--- src/rtl/ddc_pkg.sv ---
package ddc_pkg;
  localparam int SAMPLE_W_DEF   = 16;
  localparam int COEF_W_DEF     = 16;
  localparam int COMP_TAPS_DEF  = 21;
  localparam int SHAPE_TAPS_DEF = 63;

  // Default compensation taps: symmetric, centre peak with negative side lobes.
  function automatic logic [COMP_TAPS_DEF*COEF_W_DEF-1:0] comp_coefs_default();
    logic [COMP_TAPS_DEF*COEF_W_DEF-1:0] v;
    int d;
    int c;
    v = '0;
    for (int k = 0; k < COMP_TAPS_DEF; k++) begin
      d = (k > COMP_TAPS_DEF/2) ? k - COMP_TAPS_DEF/2 : COMP_TAPS_DEF/2 - k;
      case (d)
        0: c = 20000;
        1: c = 8000;
        2: c = -1500;
        3: c = 600;
        default: c = 0;
      endcase
      v[k*COEF_W_DEF +: COEF_W_DEF] = COEF_W_DEF'(c);
    end
    return v;
  endfunction

  // Default shaping taps: triangular window with unity DC gain.
  function automatic logic [SHAPE_TAPS_DEF*COEF_W_DEF-1:0] shape_coefs_default();
    logic [SHAPE_TAPS_DEF*COEF_W_DEF-1:0] v;
    int d;
    v = '0;
    for (int k = 0; k < SHAPE_TAPS_DEF; k++) begin
      d = (k > SHAPE_TAPS_DEF/2) ? k - SHAPE_TAPS_DEF/2 : SHAPE_TAPS_DEF/2 - k;
      v[k*COEF_W_DEF +: COEF_W_DEF] = COEF_W_DEF'((SHAPE_TAPS_DEF/2 + 1 - d) * 32);
    end
    return v;
  endfunction
endpackage

--- src/rtl/ddc_cic_decim.sv ---
module ddc_cic_decim #(
  parameter int IW     = 16,
  parameter int OW     = 16,
  parameter int STAGES = 5,
  parameter int RATIO  = 64
) (
  input  logic                 clk,
  input  logic                 rst,
  input  logic                 in_valid,
  input  logic signed [IW-1:0] in_data,
  output logic                 out_valid,
  output logic signed [OW-1:0] out_data
);
  localparam int RLOG  = $clog2(RATIO);
  localparam int SHIFT = STAGES * RLOG;
  localparam int W     = IW + SHIFT;
  localparam logic signed [W:0] HALF = (W+1)'(longint'(1) <<< (SHIFT-1));
  localparam logic signed [W:0] OMAX = (W+1)'((longint'(1) <<< (OW-1)) - 1);
  localparam logic signed [W:0] OMIN = -OMAX - 1;

  logic signed [W-1:0] integ [STAGES];
  logic signed [W-1:0] isum  [STAGES];
  logic signed [W-1:0] dly   [STAGES];
  logic signed [W-1:0] cdiff [STAGES];
  logic [RLOG-1:0]     phase;
  logic                dec;
  logic signed [W:0]   rnd;
  logic signed [OW-1:0] sat;

  // Integrator chain: all sections settle in the cycle of the sample.
  assign isum[0] = integ[0] + W'(in_data);
  generate
    for (genvar i = 1; i < STAGES; i++) begin : g_int
      assign isum[i] = integ[i] + isum[i-1];
    end
  endgenerate

  // Comb chain at the decimated rate.
  assign cdiff[0] = isum[STAGES-1] - dly[0];
  generate
    for (genvar i = 1; i < STAGES; i++) begin : g_comb
      assign cdiff[i] = cdiff[i-1] - dly[i];
    end
  endgenerate

  assign dec = in_valid && (phase == RLOG'(RATIO-1));
  assign rnd = ((W+1)'(cdiff[STAGES-1]) + HALF) >>> SHIFT;

  always_comb begin
    if (rnd > OMAX)      sat = OMAX[OW-1:0];
    else if (rnd < OMIN) sat = OMIN[OW-1:0];
    else                 sat = rnd[OW-1:0];
  end

  always_ff @(posedge clk) begin
    if (rst) begin
      for (int i = 0; i < STAGES; i++) begin
        integ[i] <= '0;
        dly[i]   <= '0;
      end
      phase     <= '0;
      out_valid <= 1'b0;
      out_data  <= '0;
    end else begin
      out_valid <= 1'b0;
      if (in_valid) begin
        for (int i = 0; i < STAGES; i++) integ[i] <= isum[i];
        phase <= dec ? '0 : phase + 1'b1;
      end
      if (dec) begin
        dly[0] <= isum[STAGES-1];
        for (int i = 1; i < STAGES; i++) dly[i] <= cdiff[i-1];
        out_valid <= 1'b1;
        out_data  <= sat;
      end
    end
  end

  assert_dec_follows_input_R1: assert property (@(posedge clk) disable iff (rst)
    out_valid |-> $past(in_valid));
  assert_idle_holds_R5: assert property (@(posedge clk) disable iff (rst)
    !in_valid |=> $stable(integ[0]));
endmodule

--- src/rtl/ddc_fir_decim.sv ---
module ddc_fir_decim #(
  parameter int DW   = 16,
  parameter int OW   = 16,
  parameter int CW   = 16,
  parameter int TAPS = 21,
  parameter int FRAC = 15,
  parameter logic [TAPS*CW-1:0] COEFS = '0
) (
  input  logic                 clk,
  input  logic                 rst,
  input  logic                 in_valid,
  input  logic signed [DW-1:0] in_data,
  output logic                 out_valid,
  output logic signed [OW-1:0] out_data
);
  localparam int AW  = $clog2(TAPS);
  localparam int KW  = $clog2(TAPS+1);
  localparam int PW  = DW + CW;
  localparam int ACW = PW + $clog2(TAPS) + 1;
  localparam logic signed [ACW:0] HALF = (ACW+1)'(longint'(1) <<< (FRAC-1));
  localparam logic signed [ACW:0] OMAX = (ACW+1)'((longint'(1) <<< (OW-1)) - 1);
  localparam logic signed [ACW:0] OMIN = -OMAX - 1;

  // History RAM: no reset, so it maps onto block memory.
  logic signed [DW-1:0] mem [TAPS];
  logic [AW-1:0]        wp, wp_next, base, rd_addr;
  logic [KW-1:0]        fill, k;
  logic                 phase, busy;
  logic                 mac_v, mac_first, mac_last, tap_ok, fin;
  logic signed [DW-1:0] rd_q;
  logic signed [CW-1:0] coef_q;
  logic signed [PW-1:0] prod;
  logic signed [ACW-1:0] acc;
  logic signed [ACW:0]  rnd;
  logic signed [OW-1:0] sat;
  int                   rd_diff;

  assign wp_next = (wp == AW'(TAPS-1)) ? '0 : wp + 1'b1;

  always_comb begin
    rd_diff = int'(base) - int'(k);
    if (rd_diff < 0) rd_diff = rd_diff + TAPS;
    rd_addr = AW'(rd_diff);
  end

  always_ff @(posedge clk) begin
    if (in_valid) mem[wp] <= in_data;
    rd_q <= mem[rd_addr];
  end

  assign prod = PW'(rd_q) * PW'(coef_q);
  assign rnd  = ((ACW+1)'(acc) + HALF) >>> FRAC;

  always_comb begin
    if (rnd > OMAX)      sat = OMAX[OW-1:0];
    else if (rnd < OMIN) sat = OMIN[OW-1:0];
    else                 sat = rnd[OW-1:0];
  end

  always_ff @(posedge clk) begin
    if (rst) begin
      wp <= '0; base <= '0; fill <= '0; k <= '0;
      phase <= 1'b0; busy <= 1'b0;
      mac_v <= 1'b0; mac_first <= 1'b0; mac_last <= 1'b0; tap_ok <= 1'b0; fin <= 1'b0;
      coef_q <= '0; acc <= '0;
      out_valid <= 1'b0; out_data <= '0;
    end else begin
      out_valid <= 1'b0;
      // Issue stage: one tap address per cycle.
      mac_v     <= busy;
      mac_first <= busy && (k == '0);
      mac_last  <= busy && (k == KW'(TAPS-1));
      tap_ok    <= k < fill;
      coef_q    <= COEFS[int'(k)*CW +: CW];
      if (busy) begin
        if (k == KW'(TAPS-1)) begin
          busy <= 1'b0;
          k    <= '0;
        end else begin
          k <= k + 1'b1;
        end
      end
      if (in_valid) begin
        wp    <= wp_next;
        phase <= ~phase;
        if (fill != KW'(TAPS)) fill <= fill + 1'b1;
        if (phase) begin
          busy <= 1'b1;
          k    <= '0;
          base <= wp;
        end
      end
      // Accumulate stage.
      if (mac_v)
        acc <= (mac_first ? '0 : acc) + (tap_ok ? ACW'(prod) : '0);
      fin <= mac_v && mac_last;
      if (fin) begin
        out_valid <= 1'b1;
        out_data  <= sat;
      end
    end
  end

  assert_mac_done_R4: assert property (@(posedge clk) disable iff (rst)
    in_valid |-> !busy);
  assert_single_pulse_R4: assert property (@(posedge clk) disable iff (rst)
    out_valid |=> !out_valid);
  assert_hold_between_R8: assert property (@(posedge clk) disable iff (rst)
    !out_valid |-> $stable(out_data));
endmodule

--- src/rtl/ddc_decim_chain.sv ---
module ddc_decim_chain #(
  parameter int IN_W        = ddc_pkg::SAMPLE_W_DEF,
  parameter int MID_W       = ddc_pkg::SAMPLE_W_DEF,
  parameter int OUT_W       = ddc_pkg::SAMPLE_W_DEF,
  parameter int COEF_W      = ddc_pkg::COEF_W_DEF,
  parameter int COEF_FRAC   = 15,
  parameter int CIC_STAGES  = 5,
  parameter int CIC_RATIO   = 64,
  parameter int COMP_TAPS   = ddc_pkg::COMP_TAPS_DEF,
  parameter int SHAPE_TAPS  = ddc_pkg::SHAPE_TAPS_DEF,
  parameter logic [COMP_TAPS*COEF_W-1:0]  COMP_COEFS  = ddc_pkg::comp_coefs_default(),
  parameter logic [SHAPE_TAPS*COEF_W-1:0] SHAPE_COEFS = ddc_pkg::shape_coefs_default()
) (
  input  logic                    clk,
  input  logic                    rst,
  input  logic                    in_valid,
  input  logic signed [IN_W-1:0]  in_data,
  output logic                    out_valid,
  output logic signed [OUT_W-1:0] out_data
);
  logic                   cic_v, comp_v;
  logic signed [IN_W-1:0]  cic_d;
  logic signed [MID_W-1:0] comp_d;

  ddc_cic_decim #(.IW(IN_W), .OW(IN_W), .STAGES(CIC_STAGES), .RATIO(CIC_RATIO)) u_cic (
    .clk(clk), .rst(rst), .in_valid(in_valid), .in_data(in_data),
    .out_valid(cic_v), .out_data(cic_d));

  ddc_fir_decim #(.DW(IN_W), .OW(MID_W), .CW(COEF_W), .TAPS(COMP_TAPS),
                  .FRAC(COEF_FRAC), .COEFS(COMP_COEFS)) u_comp (
    .clk(clk), .rst(rst), .in_valid(cic_v), .in_data(cic_d),
    .out_valid(comp_v), .out_data(comp_d));

  ddc_fir_decim #(.DW(MID_W), .OW(OUT_W), .CW(COEF_W), .TAPS(SHAPE_TAPS),
                  .FRAC(COEF_FRAC), .COEFS(SHAPE_COEFS)) u_shape (
    .clk(clk), .rst(rst), .in_valid(comp_v), .in_data(comp_d),
    .out_valid(out_valid), .out_data(out_data));

  assert_reset_quiet_R7: assert property (@(posedge clk)
    rst |=> (!out_valid && out_data == '0));
endmodule

--- config.mk ---
export PLATFORM = sky130hd
export DESIGN_NAME = ddc_decim_chain
export DESIGN_NICKNAME = d
export VERILOG_FILES = /design/src/rtl/ddc_pkg.sv /design/src/rtl/ddc_cic_decim.sv /design/src/rtl/ddc_fir_decim.sv /design/src/rtl/ddc_decim_chain.sv
export SDC_FILE = /design/constraint.sdc
export NUM_CORES = 2
export LEC_CHECK = 0
export BUFFER_PORTS_ARGS = -buffer_cell sky130_fd_sc_hd__buf_4
export CORE_ASPECT_RATIO = 1.5
export CORE_MARGIN = 2
export CORE_UTILIZATION = 32
export CTS_BUF_LIST = sky130_fd_sc_hd__clkbuf_8 sky130_fd_sc_hd__clkbuf_16
export DETAILED_ROUTE_END_ITERATION = 8
export GPL_ROUTABILITY_DRIVEN = 0
export GPL_TIMING_DRIVEN = 0
export HOLD_SLACK_MARGIN = 0.12
export SLEW_MARGIN = 5
export SYNTH_ARGS = -nofsm -noshare
export SYNTH_HDL_FRONTEND = slang
export SYNTH_SLANG_ARGS = --single-unit
--- constraint.sdc ---
create_clock -name clk -period 56.6 [get_ports clk]
set_input_delay 5.66 -clock clk [delete_from_list [all_inputs] [get_ports clk]]
set_output_delay 5.66 -clock clk [all_outputs]
set_load 0.02 [all_outputs]
# [Word level (Yosys, flattened, before mapping)]
# Memory sizes are Yosys's and may differ from the RTL's. A register that Yosys moved wholly into a read port is not among the register bits.
# Cells that the tools add are included.
[totals] latchBits=0 romBits=0 ram_bits=1804 wordCells=164 out_inout_bits=17 mem_count=4 register_bits=224 inputBits=19
[memory_table] name="u_shape.mem" words=63 word_bits=16 rd=1 rd_ports_with_merged_regs=1 write_ports=1 line="ddc_fir_decim.sv:25" rtl="logic signed [DW-1:0] mem [TAPS];"
[memory_table] name="u_comp.mem" words=21 word_bits=16 rd=1 rd_ports_with_merged_regs=1 write_ports=1 line="ddc_fir_decim.sv:25"
[memory_table] name="u_cic.dly" words=5 word_bits=46 rd=5 rd_ports_with_merged_regs=0 write_ports=5 line="ddc_cic_decim.sv:23" rtl="logic signed [W-1:0] dly [STAGES];"
[memory_table] name="u_cic.integ" words=5 word_bits=46 rd=5 rd_ports_with_merged_regs=0 write_ports=5 line="ddc_cic_decim.sv:21" rtl="logic signed [W-1:0] integ [STAGES];"
[classes] n_shift=2 n_mul=2 eq_ne=7 mux=55 div_mod_pow=0 n_reduce_logical=13 add_sub_neg=26 bitwise=12 n_lt_le_gt_ge=10
[op_table] op="indexed part select 1008 x 11 -> 16 bit (first input constant)" n=1
[op_table] op="2-to-1 mux 46 bit" n=10
[op_table] op="indexed part select 336 x 10 -> 16 bit (first input constant)" n=1
[op_table] op="subtractor 46 bit" n=5
[op_table] op="adder 46 bit" n=4
[op_table] op="2-to-1 mux 16 bit" n=6
[op_table] op="2-to-1 mux 39 bit" n=2
[op_table] op="2-to-1 mux 38 bit" n=2
[op_table] op="multiplier 16 x 16 -> 32 bit" n=2
[op_table] op="adder 46 x 31 -> 47 bit (second input constant)" n=1
[op_table] op="adder 46 x 16 -> 46 bit" n=1
[op_table] op="2-to-1 mux 6 bit" n=7
[op_table] op="adder 39 x 16 -> 40 bit (second input constant)" n=1
[op_table] op="adder 38 x 16 -> 39 bit (second input constant)" n=1
[op_table] op="adder 39 bit" n=1
[op_table] op="adder 38 bit" n=1
[op_table] op="adder 6 x 1 -> 6 bit (second input constant)" n=5
[op_table] op="2-to-1 mux 5 bit" n=6
[op_table] op="greater-than comparator 25 x 16 -> 1 bit (second input constant)" n=1
[op_table] op="less-than comparator 25 x 16 -> 1 bit (second input constant)" n=1
[op_table] op="greater-than comparator 24 x 16 -> 1 bit (second input constant)" n=1
[op_table] op="less-than comparator 24 x 16 -> 1 bit (second input constant)" n=1
[op_table] op="2-to-1 mux 1 bit" n=22
[op_table] op="equality test 6 bit (second input constant)" n=3
[op_table] op="19 further kinds" n=41

# [Logic depth before layout (Yosys ltp)]
# An unclocked memory read counts as a cell.
[depth] word_depth=15 mapped_depth=98 ltp_nobuf=98

# [By module]
# Synthesis repeated with hierarchy kept, for this count alone.
[hier_totals] hier_cells=11530 hier_area_um2=125988.3
[modules_own_cells] mod="ddc_fir_decim at u_shape" instances=1 seq_area_each_um2=32431.1 cells_each=4854 area_each_um2=57732.9
[modules_own_cells] mod="ddc_cic_decim" instances=1 seq_area_each_um2=14273.7 cells_each=4306 area_each_um2=39903.3
[modules_own_cells] mod="ddc_fir_decim at u_comp" instances=1 seq_area_each_um2=12231.7 cells_each=2370 area_each_um2=28352.2

# [Least setup slack after synthesis]
# No wires, ideal clock.
[synth_path] path_type="input -> register" start="in in_data[0]" end="reg u_cic.out_data[13]" stages=87 required_ns=56.512 t_arrival_ns=21.546 setup_ns=0.088 path_buffers=1 setup_slack_ns=34.966 cell_sequence="ha_1 -> inv_1 -> fa_1 -> nor2b_1 -> o21ai_0 -> a21boi_0 -> o21ai_0 -> a21oi_1 -> o21ai_0 -> nand2b_1 -> a21o_1 -> a21oi_1 -> xnor2_1 -> ha_1 -> a211oi_1 -> nor2_1 -> nor3_1 -> nand2_1 -> [... 51 more ...] -> xnor2_1 -> ha_1 -> clkbuf_1 -> nand4_1 -> nor2_1 -> o2bb2ai_1 -> a211oi_1 -> a2111oi_0 -> o31ai_1 -> nand2b_1 -> xor2_1 -> inv_1 -> or3_1 -> nor4_1 -> nor2b_1 -> a21o_4 -> inv_4 -> a311oi_2"
[synth_rtl] item="start: declaration" line="ddc_decim_chain.sv:17" rtl="input logic signed [IN_W-1:0] in_data,"
[synth_rtl] item="end signal: assignment" line="ddc_cic_decim.sv:74" rtl="out_data <= sat;"
[synth_rtl] item="end: declaration" line="ddc_cic_decim.sv:12" rtl="output logic signed [OW-1:0] out_data"

==> metrics.md <==
| Metric | Value |
|---|---|
| Vias per inst | `4.938` |
| Post-route antenna net violation count | `0` |
| Worst Path Max Fanout | `10` |
| Nets | `11707` |
| Async SR Flop Fraction | `0%` |
| Die Ht | `755.6 um` |
| Reg area | `59000 um2` |
| Clock Latency Late Sink | `0.92 ns` |
| Final Slew Violations | `0` |
| Setup violations, final | `0` |
| R2R Path Start | `u_cic.integ[0][0]` |
| First-pass iteration count of the detailed router | `7` |
| CP dominant cell by count | `a21oi_1` |
| Largest cells by area after synthesis | `edfxtp_1, ha_1, fa_1` |
| CTS clk-pin slew, worst paths | `0.07 ns` |
| Most used DFF post-synth | `edfxtp_1` |
| Startpoint Class | `input pin` |
| Number of fill cells | `37139` |
| Flop2flop setup slack | `36.16 ns` |
| Wire per inst | `19.17 um` |
| Detailed Route Iter0 Violations | `4640` |
| Status | `finished, final reports clean` |
| Layout cells sized above 1 | `8.215%` |
| Post-synth top cells | `edfxtp_1, inv_1, ha_1, nor2_1, a21oi_1` |
| #FFs+latches synth | `2043` |
| Grt total ovfl | `0` |
| Global Route Usage Sum | `15.39%` |
| Sequential cell area fraction in the yosys report | `48.92%` |
| Largest stage delay, worst path | `0.70 ns` |
| Fmax | `39.75 MHz` |
| Clock Tree Buf Depth | `4` |
| Final TNS setup | `0 ns` |
| Slowest-stage cell, CP | `o41ai_1` |
| Worst reg2reg path depth | `87` |
| Critical path required time | `57.25 ns` |
| Cts hold-fix bufs | `0` |
| Initial antenna violation count | `5` |
| HP Class | `reg2reg` |
| Top Ports | `36` |
| DRC | `0` |
| Die area | `381600 um2` |
| Synth top area share | `44.95%` |
| CP arrival | `25.80 ns` |
| Dpl hpwl | `223800 um` |
| Synth area leader | `edfxtp_1` |
| First-pass GRT wire length | `458800 um` |
| Syn. warnings | `0` |
| Root buf cell | `clkbuf_16` |
| Pin count of the biggest net entering global routing | `118` |
| Hold Path End | `u_shape.fin` |
| TritonCTS Buffers | `195` |
| Buffers on Ports | `34` |
| Hold depth | `2` |
| Initial core utilization | `32.07%` |
| Core Box Area | `375700 um2` |
| Vias in the first global route | `79296` |
| Max-slew headroom | `12.91%` |
| RSZ-0062 raised after global routing | `no` |
| Cells after Synth | `10068` |
| WL final | `300500 um` |
| CTS tree | `yes` |
| Most common cell in the netlist | `edfxtp_1` |
| Crit path time final | `25.15 ns` |
| Die W | `505.1 um` |
| CP Class | `in2reg` |
| Max Cap Violations | `0` |
| Area Growth Syn to Fin | `12.36%` |
| Fin. Hold Viols | `0` |
| Critical Path Sink Type | `flop` |
| Fin crit share | `44.44%` |
| Hold_sp | `u_shape.mac_last` |
| Worst slew pin tran | `1.306 ns` |
| Via count | `77429` |
| Post_cts resized | `0` |
| Clk_skew | `0.1077 ns` |
| Multi-input gate area | `57310 um2` |
| Post-CTS setup buffers | `0` |
| Post-Syn Area | `120500 um2` |
| CTS sink cnt | `2043` |
| EDFF count, synth | `1804` |
| Cell variety after synth | `97` |
| Syn Area/Cell | `11.97 um2` |
| H-tree depth | `4` |
| Cell Rows | `276` |
| R2r endpoint | `u_cic.out_data[12]` |
[placed cells by master, fill, tap and decap left out, types with 149 or more instances in the layout]
cell type,count
a211oi_1,178
a21o_1,239
a21oi_1,618
and2_1,566
clkbuf_1,263
clkbuf_16,199
conb_1,149
dfxtp_1,223
edfxtp_1,1804
fa_1,406
ha_1,757
inv_1,1035
mux2i_1,150
mux4_2,320
nand2_1,499
nor2_1,632
nor2b_1,216
nor3_1,162
o21ai_0,327
xnor2_1,357
xor2_1,193
[cell type report]
type / instances / area share (%)
antenna: 1 / 0.001848
buffer: 313 / 0.8723
clock buffer: 204 / 3.729
clock inverter: 143 / 0.9139
inverter: 1008 / 2.802
multi-input combinational: 6851 / 42.33
sequential: 2043 / 43.57
tap: 5004 / 4.624
timing repair buffer: 113 / 1.155
[routing by layer]
layer | vias up | GRT usage (%) | part of all wire, %
li1 | 36863 | - | -
met1 | 38599 | 15.91 | 36
met2 | 1390 | 30.80 | 56
met3 | 577 | 1.249 | 2.8
met4 | 0 | 7.194 | 5.2
met5 | - | 0 | 0
[through the flow]
stage	instances	area [um2]	hold slack, ns	setup slack [ns]	utilization, %
detailed placement	15332	129100	0.4063	30.71	34.36
CTS	15679	135400	0.4173	31.46	36.04
global route	15680	135400	0.4398	29.66	36.04
finish	15680	135400	0.4126	31.45	36.04
floorplan	10215	121100	0.3936	34.97	-
global placement	15253	127600	0.4081	30.80	33.96
[state kept, by name (all words and copies together) (netlist names), 6 cells and up]
signal,count
u_shape.rd_q,16
u_shape.mem,1008
u_cic.integ,230
u_shape.fill,6
u_comp.rd_q,16
u_cic.out_data,16
u_shape.coef_q,6
u_comp.out_data,16
u_comp.mem,336
u_shape.out_data,16
u_shape.acc,39
u_comp.coef_q,9
u_cic.phase,6
u_shape.wp,6
u_cic.dly,230
u_shape.k,6
u_comp.acc,38
u_shape.base,6
[critical path, delay by kind of cell]
family / cells / cell delay, ns
XOR/XNOR: 8 / 2.07
adder cells (fa/ha/maj): 11 / 3.74
AO/OA/AOI/OAI: 34 / 8.03
AND/OR/NAND/NOR: 30 / 5.56
buffers and inverters: 5 / 0.69
[how the worst max path moves through the flow]
stage	startpoint	endpoint	depth (start not counted)
3_5_place_dp	in_data[0]	u_cic.out_data[0]	87
5_1_grt	in_data[0]	u_cic.out_data[12]	88
2_1_floorplan	in_data[0]	u_cic.out_data[13]	87
3_3_place_gp	in_data[0]	u_cic.out_data[14]	88
4_1_cts	in_data[0]	u_cic.out_data[0]	87
6_report	in_data[0]	u_cic.out_data[12]	88
[kinds of logic (layout without fill, tap and decap cells)]
kind of cell,count (synthesis),in the layout,share of synthesized area [%]
xor+xnor,558,558,4.140
compound gates,1852,1852,9.753
simple gates,2639,2639,11.04
flops,2043,2043,48.92
mux,488,488,7.394
other cells,2,150,0.006232
fa+ha+maj,1165,1165,14.62
buf+inv,1321,1781,4.119
Power is not shown: default switching activity piles up to over one toggle a cycle in this logic, so the estimate is an artifact.
